$ cat src/rtl/xs_pkg.sv
package xs_pkg;
  localparam int XS_PORTS  = 5;
  localparam int XS_FLIT_W = 64;

  // Wrapping increment of an input index.
  function automatic int xs_wrap_inc(input int idx, input int n);
    return (idx >= n - 1) ? 0 : idx + 1;
  endfunction
endpackage

$ cat src/rtl/xs_seq_hold.sv
module xs_seq_hold #(
  parameter int NUM_IN = 5
) (
  input  logic              clk,
  input  logic              rst,
  input  logic [NUM_IN-1:0] req,
  input  logic [NUM_IN-1:0] pop,
  output logic [NUM_IN-1:0] admit
);
  logic              busy_q;
  logic [NUM_IN-1:0] set_q;
  logic [NUM_IN-1:0] left_over;

  // A run in progress admits only the frozen set; otherwise all requesters.
  always_comb begin
    if (busy_q) admit = set_q & req;
    else        admit = req;
  end

  assign left_over = admit & ~pop;

  always_ff @(posedge clk) begin
    if (rst) begin
      busy_q <= 1'b0;
      set_q  <= '0;
    end else begin
      busy_q <= |left_over;
      set_q  <= left_over;
    end
  end
endmodule

$ cat src/rtl/xs_rr_arb.sv
module xs_rr_arb #(
  parameter int NUM_IN = 5
) (
  input  logic              clk,
  input  logic              rst,
  input  logic [NUM_IN-1:0] cand,
  output logic [NUM_IN-1:0] win_oh
);
  localparam int IW = (NUM_IN > 1) ? $clog2(NUM_IN) : 1;

  logic [IW-1:0] ptr_q;
  logic [IW-1:0] win_idx;
  logic          found;
  logic [IW:0]   probe;

  // Search upward from the pointer, wrapping once.
  always_comb begin
    win_oh  = '0;
    win_idx = ptr_q;
    found   = 1'b0;
    probe   = '0;
    for (int k = 0; k < NUM_IN; k++) begin
      probe = {1'b0, ptr_q} + (IW+1)'(k);
      if (probe >= (IW+1)'(NUM_IN)) probe = probe - (IW+1)'(NUM_IN);
      if (!found && cand[probe[IW-1:0]]) begin
        found                 = 1'b1;
        win_oh[probe[IW-1:0]] = 1'b1;
        win_idx               = probe[IW-1:0];
      end
    end
  end

  always_ff @(posedge clk) begin
    if (rst) begin
      ptr_q <= '0;
    end else if (found) begin
      ptr_q <= IW'(xs_pkg::xs_wrap_inc(int'(win_idx), NUM_IN));
    end
  end
endmodule

$ cat src/rtl/xs_xor_fold.sv
module xs_xor_fold #(
  parameter int NUM_IN = 5,
  parameter int FLIT_W = 64
) (
  input  logic [NUM_IN-1:0]        sel,
  input  logic [NUM_IN*FLIT_W-1:0] flits,
  output logic [FLIT_W-1:0]        folded
);
  logic [NUM_IN-1:0][FLIT_W-1:0] masked;

  for (genvar g = 0; g < NUM_IN; g++) begin : g_mask
    assign masked[g] = sel[g] ? flits[g*FLIT_W +: FLIT_W] : '0;
  end

  always_comb begin
    folded = '0;
    for (int i = 0; i < NUM_IN; i++) folded = folded ^ masked[i];
  end
endmodule

$ cat src/rtl/xor_switch_port.sv
module xor_switch_port #(
  parameter int NUM_IN = xs_pkg::XS_PORTS,
  parameter int FLIT_W = xs_pkg::XS_FLIT_W
) (
  input  logic                     clk,
  input  logic                     rst,
  input  logic [NUM_IN-1:0]        req,
  input  logic [NUM_IN*FLIT_W-1:0] flit_in,
  output logic                     out_valid,
  output logic                     out_coded,
  output logic [FLIT_W-1:0]        out_flit,
  output logic [NUM_IN-1:0]        grant,
  output logic [NUM_IN-1:0]        pop
);
  logic [NUM_IN-1:0] admit;
  logic [NUM_IN-1:0] win_oh;

  xs_seq_hold #(.NUM_IN(NUM_IN)) u_hold (
    .clk(clk), .rst(rst), .req(req), .pop(win_oh), .admit(admit)
  );

  xs_rr_arb #(.NUM_IN(NUM_IN)) u_arb (
    .clk(clk), .rst(rst), .cand(admit), .win_oh(win_oh)
  );

  xs_xor_fold #(.NUM_IN(NUM_IN), .FLIT_W(FLIT_W)) u_fold (
    .sel(admit), .flits(flit_in), .folded(out_flit)
  );

  assign out_valid = |admit;
  assign out_coded = |(admit & (admit - NUM_IN'(1)));
  assign grant     = admit;
  assign pop       = win_oh;
endmodule

$ cat config.mk
export PLATFORM = sky130hd
export DESIGN_NAME = xor_switch_port
export DESIGN_NICKNAME = d
export VERILOG_FILES = /design/src/rtl/xs_pkg.sv /design/src/rtl/xs_seq_hold.sv /design/src/rtl/xs_rr_arb.sv /design/src/rtl/xs_xor_fold.sv /design/src/rtl/xor_switch_port.sv
export SDC_FILE = /design/constraint.sdc
export NUM_CORES = 1
export LEC_CHECK = 0
export BUFFER_PORTS_ARGS = -buffer_cell sky130_fd_sc_hd__buf_2
export CORE_AREA = 2 2 155 157
export DETAILED_ROUTE_END_ITERATION = 16
export DIE_AREA = 0 0 157 159
export PLACE_DENSITY = 0.6
export SETUP_SLACK_MARGIN = 0.2
export SYNTH_ARGS = -nofsm -noshare
export SYNTH_HDL_FRONTEND = slang
export SYNTH_SLANG_ARGS = --single-unit
export TNS_END_PERCENT = 5
$ cat constraint.sdc
create_clock -name clk -period 11.1 [get_ports clk]
set_clock_uncertainty 0.15 [all_clocks]
set_input_delay 2.22 -clock clk [delete_from_list [all_inputs] [get_ports clk]]
set_output_delay 2.22 -clock clk [all_outputs]
set_load 0.01 [all_outputs]
==> out/metrics.cfg <==
[outcome]
status = finished, final reports clean

[sta]
holdWs_ns = 0.5546
hold_viol = 0
setup_viol = 0
finalSetupTns_ns = 0
max_freq_ghz = 0.1339
slew_headroom_pct = 34.55
drv_slew = 0
grt_setup_unrepaired = no
finalCritPeriodShare_pct = 67.30
finalCriticalPeriod_ns = 7.470
tightest_slew_ns = 0.9817

[power_and_ir_drop]
p_per_area_mw_per_mm2 = 192.3
peakVddDrop_mv = 0.2036
leakage_nw = 3.503

[drt]
avgViaCountPerCell = 4.541
num_vias = 7170
drtPass1Iterations = 5
wl_per_cell_um = 16.26
ant_nets = 0
route.detailed.drc = 0
drt-initial-drc-count = 478
drt_wl_total_mm = 25.67

[global_routing]
grt_pass1_wl_mm = 37.63
grt-ovfl-total = 0
antenna_found_initial = 6
grt.total_usage_pct = 19.05
grt_max_degree = 69
grt_pass1_vias = 6778

[logic_synthesis]
syn-num-nets = 1229
synthCells = 892
synth_top_family_by_area = XOR/XNOR gates
synth-edff-count = 0
ys_seq_area_share_pct = 3.254
async_flop_share_pct = 0
yosys_warnings = 0
syn_area_mm2 = 0.005537
synth-simple-area-share_pct = 33.79
synth_fa_ha_area_share_pct = 2.395
synthMuxAreaShare_pct = 1.627
synth_ff_type = dfxtp_1
synth_compound_area_share_pct = 13.31
netlist-cell-type-count = 73
post_synth.cell_area_avg_um2 = 6.207
synth-xor-area-share_pct = 40.81
ys_seq_elements = 9

[clock_network]
cts_buffers = 3
root_buffer = clkbuf_16
cts_resized = 0
post_cts_buffers = 0
clockBufferDepth = 2
insertion_delay_ns = 0.24
h-tree-depth = 1
clk_pin_slew_ns = 0.04
hold_buffers = 0
cts_sinks = 9
cts_tree = done

[finish]
fillerInstances = 2600
area_delta_synth_final_pct = 42.31
nNetsFinal = 1594
drive_above_1_share_pct = 34.71
layout_common_cells = buf_2, nand2_1, xnor2_1
final_common_cell = buf_2
finalNonFillerCells = 1579

[floorplan]
fp.dieW_um = 157
ioPinCount = 403
rows = 56
design.die.area_mm2 = 0.02496
die_h_um = 159
start_util_pct = 23.87
coreArea_mm2 = 0.02319

[placement]
dpl.cell_count = 1571
hpwl_mm = 20.62
io_buffer_count = 402
place.gp.congestion = 1.004

[critical_path]
cp-end-kind = output port
critPathArrivalTime_ns = 5.10
startpoint_type = input pin
cp_max_fo = 50
crit_type = in2out
cp.required_ns = 8.73

[run]
maxCapViolations = 0

[min_path]
hold_class = reg2reg

## worst max-delay path, stage by stage
cell and delay, ns:
buf_2 0.09, o21ai_0 0.07, buf_4 0.17, inv_2 0.70, buf_4 0.44, mux2i_1 0.12
a221o_2 0.46, and4_4 0.22, nand2_8 0.08, a21oi_2 0.04, or3_1 0.30, buf_2 0.15
## cell families after synthesis
group / Yosys count
simple gates: 439
xor+xnor: 258
compound gates: 103
buf+inv: 64
fa+ha+maj: 10
mux: 9
flops: 9
## metal layers
layer | track usage, % | vias to the layer above | wire length, um
li1 | - | 3612 | -
met1 | 23.35 | 3175 | 10450
met2 | 33.49 | 329 | 12340
met3 | 3.130 | 50 | 2003
met4 | 6.380 | 4 | 844
met5 | 0 | - | 27
## path summary, 6_finish.rpt
kind,startpoint,endpoint,slack [ns],cells after the start
worst min register to register,u_hold.set_q[0]$_SDFF_PP0_,u_hold.set_q[0]$_SDFF_PP0_,0.55,3
worst max register to register,u_arb.ptr_q[0]$_SDFFE_PP0P_,u_arb.ptr_q[1]$_SDFFE_PP0P_,6.36,14
worst min-delay path,u_hold.set_q[0]$_SDFF_PP0_,u_hold.set_q[0]$_SDFF_PP0_,0.55,3
worst max-delay path,req[0],pop[3],3.63,12
## stage by stage
stage | utilization (%) | setup slack (ns) | cell area (um^2) | power (mW)
2_1_floorplan | - | 4.859 | 5537 | 1.013
3_3_place_gp | 33.59 | 3.661 | 7790 | 1.439
3_5_place_dp | 33.59 | 3.601 | 7790 | 1.436
4_1_cts | 33.93 | 3.604 | 7869 | 1.509
5_1_grt | 33.96 | 3.423 | 7876 | 1.638
6_report | 33.97 | 3.630 | 7879 | 1.515
## synth_stat cells, types with 4 or more instances
cell type	n	share of area [%]
a31oi_1	9	1.0
buf_2	6	0.54
a21o_1	4	0.54
inv_1	13	0.88
o21ai_0	11	0.99
buf_1	17	1.2
clkbuf_1	22	1.5
and3_1	5	0.56
o211ai_1	5	0.68
nor2_1	26	1.8
mux2i_1	9	1.6
nand2b_1	12	1.4
and4_1	4	0.63
ha_1	9	2.0
dfxtp_1	9	3.3
xor2_1	64	10
nor3_1	10	0.90
a211oi_1	8	1.1
nor4_1	4	0.45
xnor2_1	194	31
or2_2	4	0.45
a21oi_1	24	2.2
or3_1	4	0.45
nand3_1	9	0.81
nand4_1	5	0.56
nand2_1	335	23
## sequential cells by signal, indices dropped and copies added (netlist names)
register       cells
u_hold.set_q       5
u_arb.ptr_q        3
u_hold.busy_q      1
## power by group
group	total (mW)	internal, mW	switching (mW)
Clock	0.0641	0.0480	0.0161
Sequential	0.0524	0.0415	0.0109
Combinational	1.40	0.572	0.826
## cell type report
cell class | count | area [um^2] | share of cell area (%)
multi-input cells | 819 | 5090 | 64.60
repair buffers | 409 | 2064 | 26.20
well taps | 319 | 399.1 | 5.066
flip-flops and latches | 9 | 180.2 | 2.287
clock buffers | 4 | 78.83 | 1.000
inverters | 15 | 56.30 | 0.7146
diodes | 4 | 10.01 | 0.1270
No activity file was read; power rests on OpenSTA's default activity.
